## src/rtl/burst_mover_pkg.sv

```systemverilog
package burst_mover_pkg;

  typedef enum logic [1:0] {
    ST_IDLE  = 2'd0,
    ST_ARM   = 2'd1,
    ST_BURST = 2'd2,
    ST_FIN   = 2'd3
  } moverState_t;

  typedef struct packed {
    logic load;       // capture a new command
    logic beginBurst; // size the next burst
    logic beat;       // a beat was acknowledged
    logic error;      // a beat got an error response
  } moverStrobes_t;

  localparam logic [2:0] CTI_INCR = 3'b010;
  localparam logic [2:0] CTI_END  = 3'b111;
  localparam logic [1:0] BTE_LIN  = 2'b00;

endpackage

```

## src/rtl/burst_mover_ctrl.sv

```systemverilog
module burst_mover_ctrl
  import burst_mover_pkg::*;
(
  input  logic          clk,
  input  logic          rstN,
  input  logic          cmdStart,
  input  logic          remZero,
  input  logic          lastBeat,
  input  logic          stbReq,
  input  logic          wbAck,
  input  logic          wbErr,
  output moverStrobes_t strobes,
  output logic          busy,
  output logic          wbCyc,
  output logic          wbStb,
  output logic          doneValid
);

  moverState_t state, stateNext;

  always_ff @(posedge clk) begin
    if (!rstN) state <= ST_IDLE;
    else       state <= stateNext;
  end

  assign wbCyc     = (state == ST_BURST);
  assign wbStb     = wbCyc && stbReq;
  assign busy      = (state != ST_IDLE);
  assign doneValid = (state == ST_FIN);

  always_comb begin
    stateNext          = state;
    strobes            = '0;
    strobes.load       = (state == ST_IDLE) && cmdStart;
    strobes.beginBurst = (state == ST_ARM) && !remZero;
    strobes.error      = wbStb && wbErr;
    strobes.beat       = wbStb && wbAck && !wbErr;
    unique case (state)
      ST_IDLE:  if (cmdStart) stateNext = ST_ARM;
      ST_ARM:   stateNext = remZero ? ST_FIN : ST_BURST;
      ST_BURST: begin
        if (strobes.error)                 stateNext = ST_FIN;
        else if (strobes.beat && lastBeat) stateNext = ST_ARM;
      end
      ST_FIN:   stateNext = ST_IDLE;
      default:  stateNext = ST_IDLE;
    endcase
  end

endmodule

```

## src/rtl/burst_mover_dp.sv

```systemverilog
module burst_mover_dp
  import burst_mover_pkg::*;
#(
  parameter int ADDR_W    = 32,
  parameter int LEN_W     = 16,
  parameter int MAX_BURST = 32
) (
  input  logic              clk,
  input  logic              rstN,
  input  moverStrobes_t     strobes,
  input  logic              cmdWrite,
  input  logic [ADDR_W-1:0] cmdAddr,
  input  logic [LEN_W-1:0]  cmdLen,
  input  logic              singleMode,
  input  logic [31:0]       wrData,
  input  logic              wrValid,
  output logic              wrReady,
  output logic [31:0]       rdData,
  output logic              rdValid,
  input  logic              rdReady,
  input  logic [31:0]       wbDatI,
  output logic              wbWe,
  output logic [ADDR_W-1:0] wbAdr,
  output logic [31:0]       wbDatO,
  output logic [3:0]        wbSel,
  output logic [2:0]        wbCti,
  output logic [1:0]        wbBte,
  output logic              remZero,
  output logic              lastBeat,
  output logic              stbReq,
  output logic              doneErr,
  output logic [LEN_W-1:0]  doneCount
);

  localparam int BURST_W = $clog2(MAX_BURST + 1);
  localparam logic [LEN_W-1:0] MAX_LEN = LEN_W'(MAX_BURST);

  logic [ADDR_W-1:0]  curAddr;
  logic [LEN_W-1:0]   remLen;
  logic [LEN_W-1:0]   moved;
  logic [BURST_W-1:0] beatsLeft;
  logic               isWrite;
  logic               single;
  logic               errFlag;
  logic [31:0]        rdBuf;
  logic               rdFull;
  logic [LEN_W-1:0]   effMax;
  logic [LEN_W-1:0]   nextBurst;

  assign effMax    = single ? LEN_W'(1) : MAX_LEN;
  assign nextBurst = (remLen < effMax) ? remLen : effMax;

  always_ff @(posedge clk) begin
    if (!rstN) begin
      curAddr   <= '0;
      remLen    <= '0;
      moved     <= '0;
      beatsLeft <= '0;
      isWrite   <= 1'b0;
      single    <= 1'b0;
      errFlag   <= 1'b0;
    end else begin
      if (strobes.load) begin
        curAddr <= cmdAddr;
        remLen  <= cmdLen;
        moved   <= '0;
        isWrite <= cmdWrite;
        single  <= singleMode;
        errFlag <= 1'b0;
      end
      if (strobes.beginBurst) beatsLeft <= BURST_W'(nextBurst);
      if (strobes.beat) begin
        curAddr   <= curAddr + ADDR_W'(4);
        remLen    <= remLen - LEN_W'(1);
        moved     <= moved + LEN_W'(1);
        beatsLeft <= beatsLeft - BURST_W'(1);
      end
      if (strobes.error) errFlag <= 1'b1;
    end
  end

  // read-side holding register: one dword between the bus and the stream
  always_ff @(posedge clk) begin
    if (!rstN) begin
      rdBuf  <= '0;
      rdFull <= 1'b0;
    end else if (strobes.beat && !isWrite) begin
      rdBuf  <= wbDatI;
      rdFull <= 1'b1;
    end else if (rdReady) begin
      rdFull <= 1'b0;
    end
  end

  assign stbReq   = isWrite ? wrValid : !rdFull;
  assign wrReady  = strobes.beat && isWrite;
  assign rdData   = rdBuf;
  assign rdValid  = rdFull;
  assign remZero  = (remLen == '0);
  assign lastBeat = (beatsLeft == BURST_W'(1));

  assign wbWe   = isWrite;
  assign wbAdr  = curAddr;
  assign wbDatO = wrData;
  assign wbSel  = 4'hF;
  assign wbCti  = lastBeat ? CTI_END : CTI_INCR;
  assign wbBte  = BTE_LIN;

  assign doneErr   = errFlag;
  assign doneCount = moved;

endmodule

```

## src/rtl/burst_mover.sv

```systemverilog
module burst_mover
  import burst_mover_pkg::*;
#(
  parameter int ADDR_W    = 32,
  parameter int LEN_W     = 16,
  parameter int MAX_BURST = 32
) (
  input  logic              clk,
  input  logic              rstN,
  input  logic              cmdStart,
  input  logic              cmdWrite,
  input  logic [ADDR_W-1:0] cmdAddr,
  input  logic [LEN_W-1:0]  cmdLen,
  input  logic              singleMode,
  output logic              busy,
  input  logic [31:0]       wrData,
  input  logic              wrValid,
  output logic              wrReady,
  output logic [31:0]       rdData,
  output logic              rdValid,
  input  logic              rdReady,
  output logic              wbCyc,
  output logic              wbStb,
  output logic              wbWe,
  output logic [ADDR_W-1:0] wbAdr,
  output logic [31:0]       wbDatO,
  output logic [3:0]        wbSel,
  output logic [2:0]        wbCti,
  output logic [1:0]        wbBte,
  input  logic [31:0]       wbDatI,
  input  logic              wbAck,
  input  logic              wbErr,
  output logic              doneValid,
  output logic              doneErr,
  output logic [LEN_W-1:0]  doneCount
);

  moverStrobes_t strobes;
  logic remZero, lastBeat, stbReq;

  burst_mover_ctrl u_ctrl (
    .clk(clk), .rstN(rstN), .cmdStart(cmdStart),
    .remZero(remZero), .lastBeat(lastBeat), .stbReq(stbReq),
    .wbAck(wbAck), .wbErr(wbErr), .strobes(strobes),
    .busy(busy), .wbCyc(wbCyc), .wbStb(wbStb), .doneValid(doneValid)
  );

  burst_mover_dp #(.ADDR_W(ADDR_W), .LEN_W(LEN_W), .MAX_BURST(MAX_BURST)) u_dp (
    .clk(clk), .rstN(rstN), .strobes(strobes),
    .cmdWrite(cmdWrite), .cmdAddr(cmdAddr), .cmdLen(cmdLen), .singleMode(singleMode),
    .wrData(wrData), .wrValid(wrValid), .wrReady(wrReady),
    .rdData(rdData), .rdValid(rdValid), .rdReady(rdReady),
    .wbDatI(wbDatI), .wbWe(wbWe), .wbAdr(wbAdr), .wbDatO(wbDatO),
    .wbSel(wbSel), .wbCti(wbCti), .wbBte(wbBte),
    .remZero(remZero), .lastBeat(lastBeat), .stbReq(stbReq),
    .doneErr(doneErr), .doneCount(doneCount)
  );

endmodule

```

## config.mk

```make
export PLATFORM = sky130hd
export DESIGN_NAME = burst_mover
export DESIGN_NICKNAME = d
export VERILOG_FILES = /design/src/rtl/burst_mover_pkg.sv /design/src/rtl/burst_mover_ctrl.sv /design/src/rtl/burst_mover_dp.sv /design/src/rtl/burst_mover.sv
export SDC_FILE = /design/constraint.sdc
export NUM_CORES = 1
export LEC_CHECK = 0
export BUFFER_PORTS_ARGS = -buffer_cell sky130_fd_sc_hd__buf_2
export CORE_MARGIN = 2
export CORE_UTILIZATION = 30
export DETAILED_ROUTE_END_ITERATION = 10
export GPL_TIMING_DRIVEN = 0
export MAX_ROUTING_LAYER = met4
export PLACE_DENSITY = 0.62
export SLEW_MARGIN = 20
export SYNTH_ARGS = -nofsm -noshare
export SYNTH_HDL_FRONTEND = slang
export SYNTH_SLANG_ARGS = --single-unit
```

## constraint.sdc

```tcl
create_clock -name clk -period 2.6 [get_ports clk]
set_clock_uncertainty 0.2 [all_clocks]
set_input_delay 0.26 -clock clk [delete_from_list [all_inputs] [get_ports clk]]
set_output_delay 0.26 -clock clk [all_outputs]
set_load 0.05 [all_outputs]
```

==> flow_metrics.env, run 1 <==
export IMPL_max_slew_margin=0.5019
export IMPL_critPathMaxStageDelay_ns=0.38
export IMPL_max_vdd_ir_drop_mv=0.3339
export IMPL_top_level_ports=250
export IMPL_drive_above_1_share=0.3054
export IMPL_syn_inst=706
export IMPL_clkTransAtPathRegs_ns=0.08
export IMPL_cp_depth=6
export IMPL_cts_tree="built"
export IMPL_place_hpwl_mm=14.58
export IMPL_core_um2=18150
export IMPL_die_area_um2=19770
export IMPL_synthArstFlopShare=0
export IMPL_antenna_found_initial=4
export IMPL_slew_violations=0
export IMPL_crit_fanout=10
export IMPL_grt_start_max_net_pins=19
export IMPL_synth_area_top_cells="dfxtp_1 39%, nand2_1 8.7%, a21oi_1 7.2%"
export IMPL_drc=0
export IMPL_setup_violations=0
export IMPL_outcome="complete, no violations"
export IMPL_rsz0062_at_grt="false"
export IMPL_grt_usage=0.2037
export IMPL_port_buffers=210
export IMPL_cap_viol_max_count=0
export IMPL_die_h_um=140.6
export IMPL_synth_seq_area_share=0.3862
export IMPL_worst_path_buf_inv=3
export IMPL_clock_sinks=108
export IMPL_insertion_delay_ns=0.36
export IMPL_syn_to_final_growth_pct=42.56
export IMPL_viasPerCell=5.123
export IMPL_htreeDepth=3
export IMPL_synth_area_um2=5598
export IMPL_drt_wirelength_per_cell_um=16.69
export IMPL_powerDensity_nw_per_um2=561.7
export IMPL_drt_total_wl_mm=20.61
export IMPL_yosysMostFrequentCell="nand2_1"
export IMPL_max_freq_ghz=0.3995
export IMPL_synth_top_area_share=0.3862
export IMPL_finalCritPeriodShare=0.9628
export IMPL_required_ns=2.14
export IMPL_start_util=0.3085
export IMPL_fin_nets=1125
export IMPL_holdWs_ns=0.008053
export IMPL_drtAntennaViolNets=0
export IMPL_ys_warn_count=0
export IMPL_grt_overflow_total=0
export IMPL_placementRows=49
export IMPL_p_leak_nw=3.432
export IMPL_synth_common_cells="130 x nand2_1, 108 x dfxtp_1, 80 x a21oi_1, 42 x buf_4, 39 x nor2_1"
export IMPL_worstHoldPathCells=4
export IMPL_synth_cell_types=62
export IMPL_cp_common_cell="buf_4"
export IMPL_hold_path_class="in -> reg"
export IMPL_r2r_cells=7
export IMPL_cp_end_kind="primary output"
export IMPL_finish_utilization=0.4397
export IMPL_numCtsBuffers=9
export IMPL_dpl_cell_area_um2=6958
export IMPL_synth_seq_cells=108
export IMPL_grt_pass1_vias=5647
export IMPL_path_class="reg -> out"
export IMPL_path_cells="or2_1 > a21oi_2 > buf_4 > buf_6 > and2_1 > buf_4"
export IMPL_critical_path_slowest_cell="dfxtp_1"
export IMPL_final_area_um2=7980
export IMPL_totalPowerFinal_mw=4.483
export IMPL_cp_arrival_ns=2.04
export IMPL_post_route_min_period_ns=2.503
export IMPL_grt_pass1_wl_mm=30.70
export IMPL_tightest_slew_ns=0.7472
export IMPL_start_kind="register"
export IMPL_synthFlopType="dfxtp_1"
export IMPL_hold_violations=0
export IMPL_num_vias=6327
export IMPL_fill_cells=1825
export IMPL_clockRootBuffer="clkbuf_16"
export IMPL_regArea_um2=2162
export IMPL_clockBufferDepth=2
export IMPL_drtIter0Drc=366
export IMPL_syn_avg_cell_area_um2=7.929
export IMPL_crit_family="buffers and inverters"
export IMPL_finalWeightedCongestion=0.8961
export IMPL_multi_input_area_um2=2949
export IMPL_synth_edf_count=0
export IMPL_yosys_area_top_type="dfxtp_1"
export IMPL_firstDrtPassIters=5
export IMPL_dieWidth_um=140.6
## final cells by class
class / count / area share
Timing Repair Buffer: 275 / 0.2135
Sequential cell: 108 / 0.2709
Tap cell: 229 / 0.03590
Antenna cell: 4 / 0.001254
Clock buffer: 10 / 0.02869
Clock inverter: 6 / 0.009094
Buffer: 86 / 0.06491
Multi-Input combinational cell: 504 / 0.3696
Inverter: 13 / 0.006115
## where the power goes
group	internal, mW	total, mW	switching, mW	leakage (nW)
clock	0.758	1.44	0.678	0.143
combinational	0.415	1.21	0.791	2.41
sequential	1.74	1.84	0.100	0.879
total	2.91	4.48	1.57	3.43
## tightest hold or removal path: cells and delay by family
kind	cells	cell delay, ns
compound gates	2	0.17
buf+inv	1	0.07
simple gates	1	0.04
## registers in the layout, summed over array words and instances, names as in the netlist
register,flops
u_ctrl.state,2
u_dp.beatsLeft,6
u_dp.doneCount,16
u_dp.doneErr,1
u_dp.rdData,32
u_dp.rdValid,1
u_dp.remLen,16
u_dp.single,1
u_dp.wbAdr,32
u_dp.wbWe,1
## worst paths after layout
kind	startpoint	end	slack (ns)
max	u_dp.wbWe$_SDFFE_PN0P_	wrReady	0.1
min	cmdLen[15]	u_dp.remLen[15]$_SDFFE_PN0P_	0.008
max reg2reg	u_dp.wbWe$_SDFFE_PN0P_	u_dp.doneCount[3]$_SDFFE_PN0P_	0.15
min reg2reg	u_dp.rdData[17]$_SDFFE_PN0P_	u_dp.rdData[17]$_SDFFE_PN0P_	0.25
## per-layer routing
layer	global-route usage	routed length, um
met4	0.05579	419
met1	0.2611	9078
met5	-	0
met3	0.04144	1426
met2	0.3284	9685
## through the flow
step	setup TNS (ns)	std cells	setup slack (ns)
5_1_grt	0	1235	0.0006353
6_report	0	1235	0.09670
3_3_place_gp	-3.935	1150	-0.2271
3_5_place_dp	-3.585	1150	-0.2035
4_1_cts	0	1231	0.02158
2_1_floorplan	0	711	0.006117
## layout by cell type, fill, tap and decap left out, types with 4 or more instances in the layout
cell type,count
buf_2,211
nand2_1,130
dfxtp_1,108
a21oi_1,79
dlygate4sd3_1,65
buf_4,44
nor2_1,38
clkbuf_1,26
a31oi_1,24
o21ai_0,21
nand4_1,18
nand3_1,17
o211ai_1,14
inv_1,13
or3_1,13
clkbuf_2,13
o311ai_0,11
or4_1,9
a32oi_1,9
and3_1,9
clkbuf_16,9
xor2_1,7
ha_1,7
conb_1,7
and2_1,6
a41oi_1,6
nand2b_1,5
or2_2,5
nor3_1,5
o31a_1,5
o21a_1,5
diode_2,4
nor4_1,4
## logic make-up after synthesis
| logic type | share of synthesized area |
|---|---|
| muxes | 0.007599 |
| xor gates and xnor gates | 0.01252 |
| adders and majority gates | 0.01565 |
| buffers and inverters | 0.09656 |
| other | 0.001342 |
| AOI/OAI and AO/OA | 0.2313 |
| and+or+nand+nor | 0.2488 |
| DFF | 0.3862 |
## what timing repair did
item                                    4_1_cts  5_1_grt
buffers inserted                              0        0
resized for setup                            11       22
hold buffers                                 65        0
hold endpoints to repair                     65        0
endpoints found under the setup margin       43       61
pin swaps                                     0        0
Note: power is estimated with default switching activity, not from simulation.
==> inputs of run 2 (changes only) <==
==> constraint.sdc (replaced) <==
create_clock -name clk -period 2.6 [get_ports clk]
set_clock_uncertainty 0.2 [all_clocks]
set_input_delay 0.26 -clock clk [delete_from_list [all_inputs] [get_ports clk]]
set_output_delay 0.26 -clock clk [all_outputs]
set_load 0.1 [all_outputs]
==> flow_metrics.env, run 2 (synthesized netlist as in run 1, its figures left out) <==
export IMPL_clockBufferDepth=2
export IMPL_drt_wirelength_per_cell_um=16.82
export IMPL_dieWidth_um=140.6
export IMPL_hold_path_class="in -> reg"
export IMPL_totalPowerFinal_mw=4.891
export IMPL_hold_violations=0
export IMPL_cp_arrival_ns=2.05
export IMPL_fill_cells=1797
export IMPL_drt_total_wl_mm=20.82
export IMPL_drtAntennaViolNets=0
export IMPL_num_vias=6396
export IMPL_antenna_found_initial=2
export IMPL_drc=0
export IMPL_grt_start_max_net_pins=19
export IMPL_numCtsBuffers=9
export IMPL_regArea_um2=2190
export IMPL_firstDrtPassIters=5
export IMPL_syn_to_final_growth_pct=44.43
export IMPL_grt_pass1_wl_mm=31.63
export IMPL_die_h_um=140.6
export IMPL_top_level_ports=250
export IMPL_clock_sinks=108
export IMPL_required_ns=2.14
export IMPL_holdWs_ns=0.009658
export IMPL_slew_violations=0
export IMPL_port_buffers=210
export IMPL_fin_nets=1130
export IMPL_grt_usage=0.2102
export IMPL_layout_common_cells="211 x buf_2, 130 x nand2_1, 86 x dfxtp_1, 79 x a21oi_1, 70 x dlygate4sd3_1"
export IMPL_multi_input_area_um2=2960
export IMPL_cts_tree="built"
export IMPL_max_vdd_ir_drop_mv=0.3541
export IMPL_finalWeightedCongestion=0.8746
export IMPL_finalCritPeriodShare=0.9670
export IMPL_core_um2=18150
export IMPL_postCtsSetupBuffers=0
export IMPL_htreeDepth=3
export IMPL_tightest_slew_ns=0.7404
export IMPL_grt_overflow_total=0
export IMPL_finish_utilization=0.4455
export IMPL_clockRootBuffer="clkbuf_16"
export IMPL_setup_violations=0
export IMPL_outcome="complete, no violations"
export IMPL_drive_above_1_share=0.3287
export IMPL_start_util=0.3085
export IMPL_insertion_delay_ns=0.37
export IMPL_crit_fanout=10
export IMPL_place_hpwl_mm=14.62
export IMPL_placementRows=49
export IMPL_setup_tns_ns=0
export IMPL_die_area_um2=19770
export IMPL_cap_viol_max_count=0
export IMPL_max_freq_ghz=0.3977
export IMPL_viasPerCell=5.166
export IMPL_drtIter0Drc=319
export IMPL_path_class="reg -> out"
export IMPL_final_common_cell="buf_2"
export IMPL_p_leak_nw=3.457
export IMPL_max_slew_margin=0.5064
export IMPL_start_kind="register"
export IMPL_rsz0062_at_grt="false"
export IMPL_post_route_min_period_ns=2.514
export IMPL_powerDensity_nw_per_um2=604.9
export IMPL_grt_pass1_vias=5981
export IMPL_clkTransAtPathRegs_ns=0.08
export IMPL_cp_end_kind="primary output"
## run 2: cell types whose count changed in the layout (fill, tap and decap cells not counted), moves of 2 or more
cell,delta
clkinv_4,-2
clkbuf_2,-2
buf_6,+2
clkbuf_4,+2
dlygate4sd3_1,+5
diode_2,-2
dfxtp_2,+22
dfxtp_1,-22
buf_4,-2
## run 2: final timing paths
kind / end / slack, ns / from / cells after the start
setup / recovery: wrReady / 0.09 / u_dp.wbWe$_SDFFE_PN0P_ / 6
hold / removal: u_dp.wbAdr[9]$_SDFFE_PN0P_ / 0.01 / cmdAddr[9] / 3
setup reg to reg: u_dp.remLen[14]$_SDFFE_PN0P_ / 0.14 / u_dp.remLen[2]$_SDFFE_PN0P_ / 5
hold reg to reg: u_dp.wbAdr[0]$_SDFFE_PN0P_ / 0.25 / u_dp.wbAdr[0]$_SDFFE_PN0P_ / 2
## run 2: routing by layer
layer  track usage  wire length, um  vias up
met5             -                0        -
met4       0.08000              437        0
met3       0.04484             1743       30
met2        0.3297             9791      300
met1        0.2668             8846     2974
li1              -                -     3092
## run 2: critical path, stage by stage, from the launching register on
cell,delay (ns)
dfxtp_2,0.35
or2_1,0.32
a21oi_2,0.24
buf_6,0.19
buf_6,0.20
and2_4,0.16
buf_6,0.21
## run 2: metrics by stage
step / setup WS, ns / cells / instance area [um^2]
floorplan: 0.001736 / 711 / 5665
global placement: -0.3999 / 1150 / 7003
detailed placement: -0.3944 / 1150 / 7003
CTS: 0.01753 / 1236 / 8048
global route: 0.01027 / 1238 / 8085
finish: 0.08581 / 1238 / 8085
## run 2: area by class of cell
cell class                 count  share of cell area
tap                          229             0.03544
clock inverter                 6            0.008821
buffer                        86             0.06453
inverter                      13            0.006035
sequential                   108              0.2708
timing repair buffer         280              0.2180
antenna                        2           0.0006190
multi-input combinational    504              0.3661
clock buffer                  10             0.02956
## run 2: repair_timing
| item | CTS | global route |
|---|---|---|
| resized for setup | 12 | 27 |
| endpoints found under the hold margin | 70 | 0 |
| endpoints found under the setup margin | 73 | 66 |
| hold buffers | 70 | 0 |
| pin swaps | 0 | 0 |
## run 2: power breakdown
| group | internal [mW] | switching (mW) | total [mW] |
|---|---|---|---|
| Clock | 0.785 | 0.677 | 1.46 |
| Combinational | 0.424 | 1.15 | 1.58 |
| Sequential | 1.75 | 0.104 | 1.85 |
| Total | 2.96 | 1.94 | 4.89 |
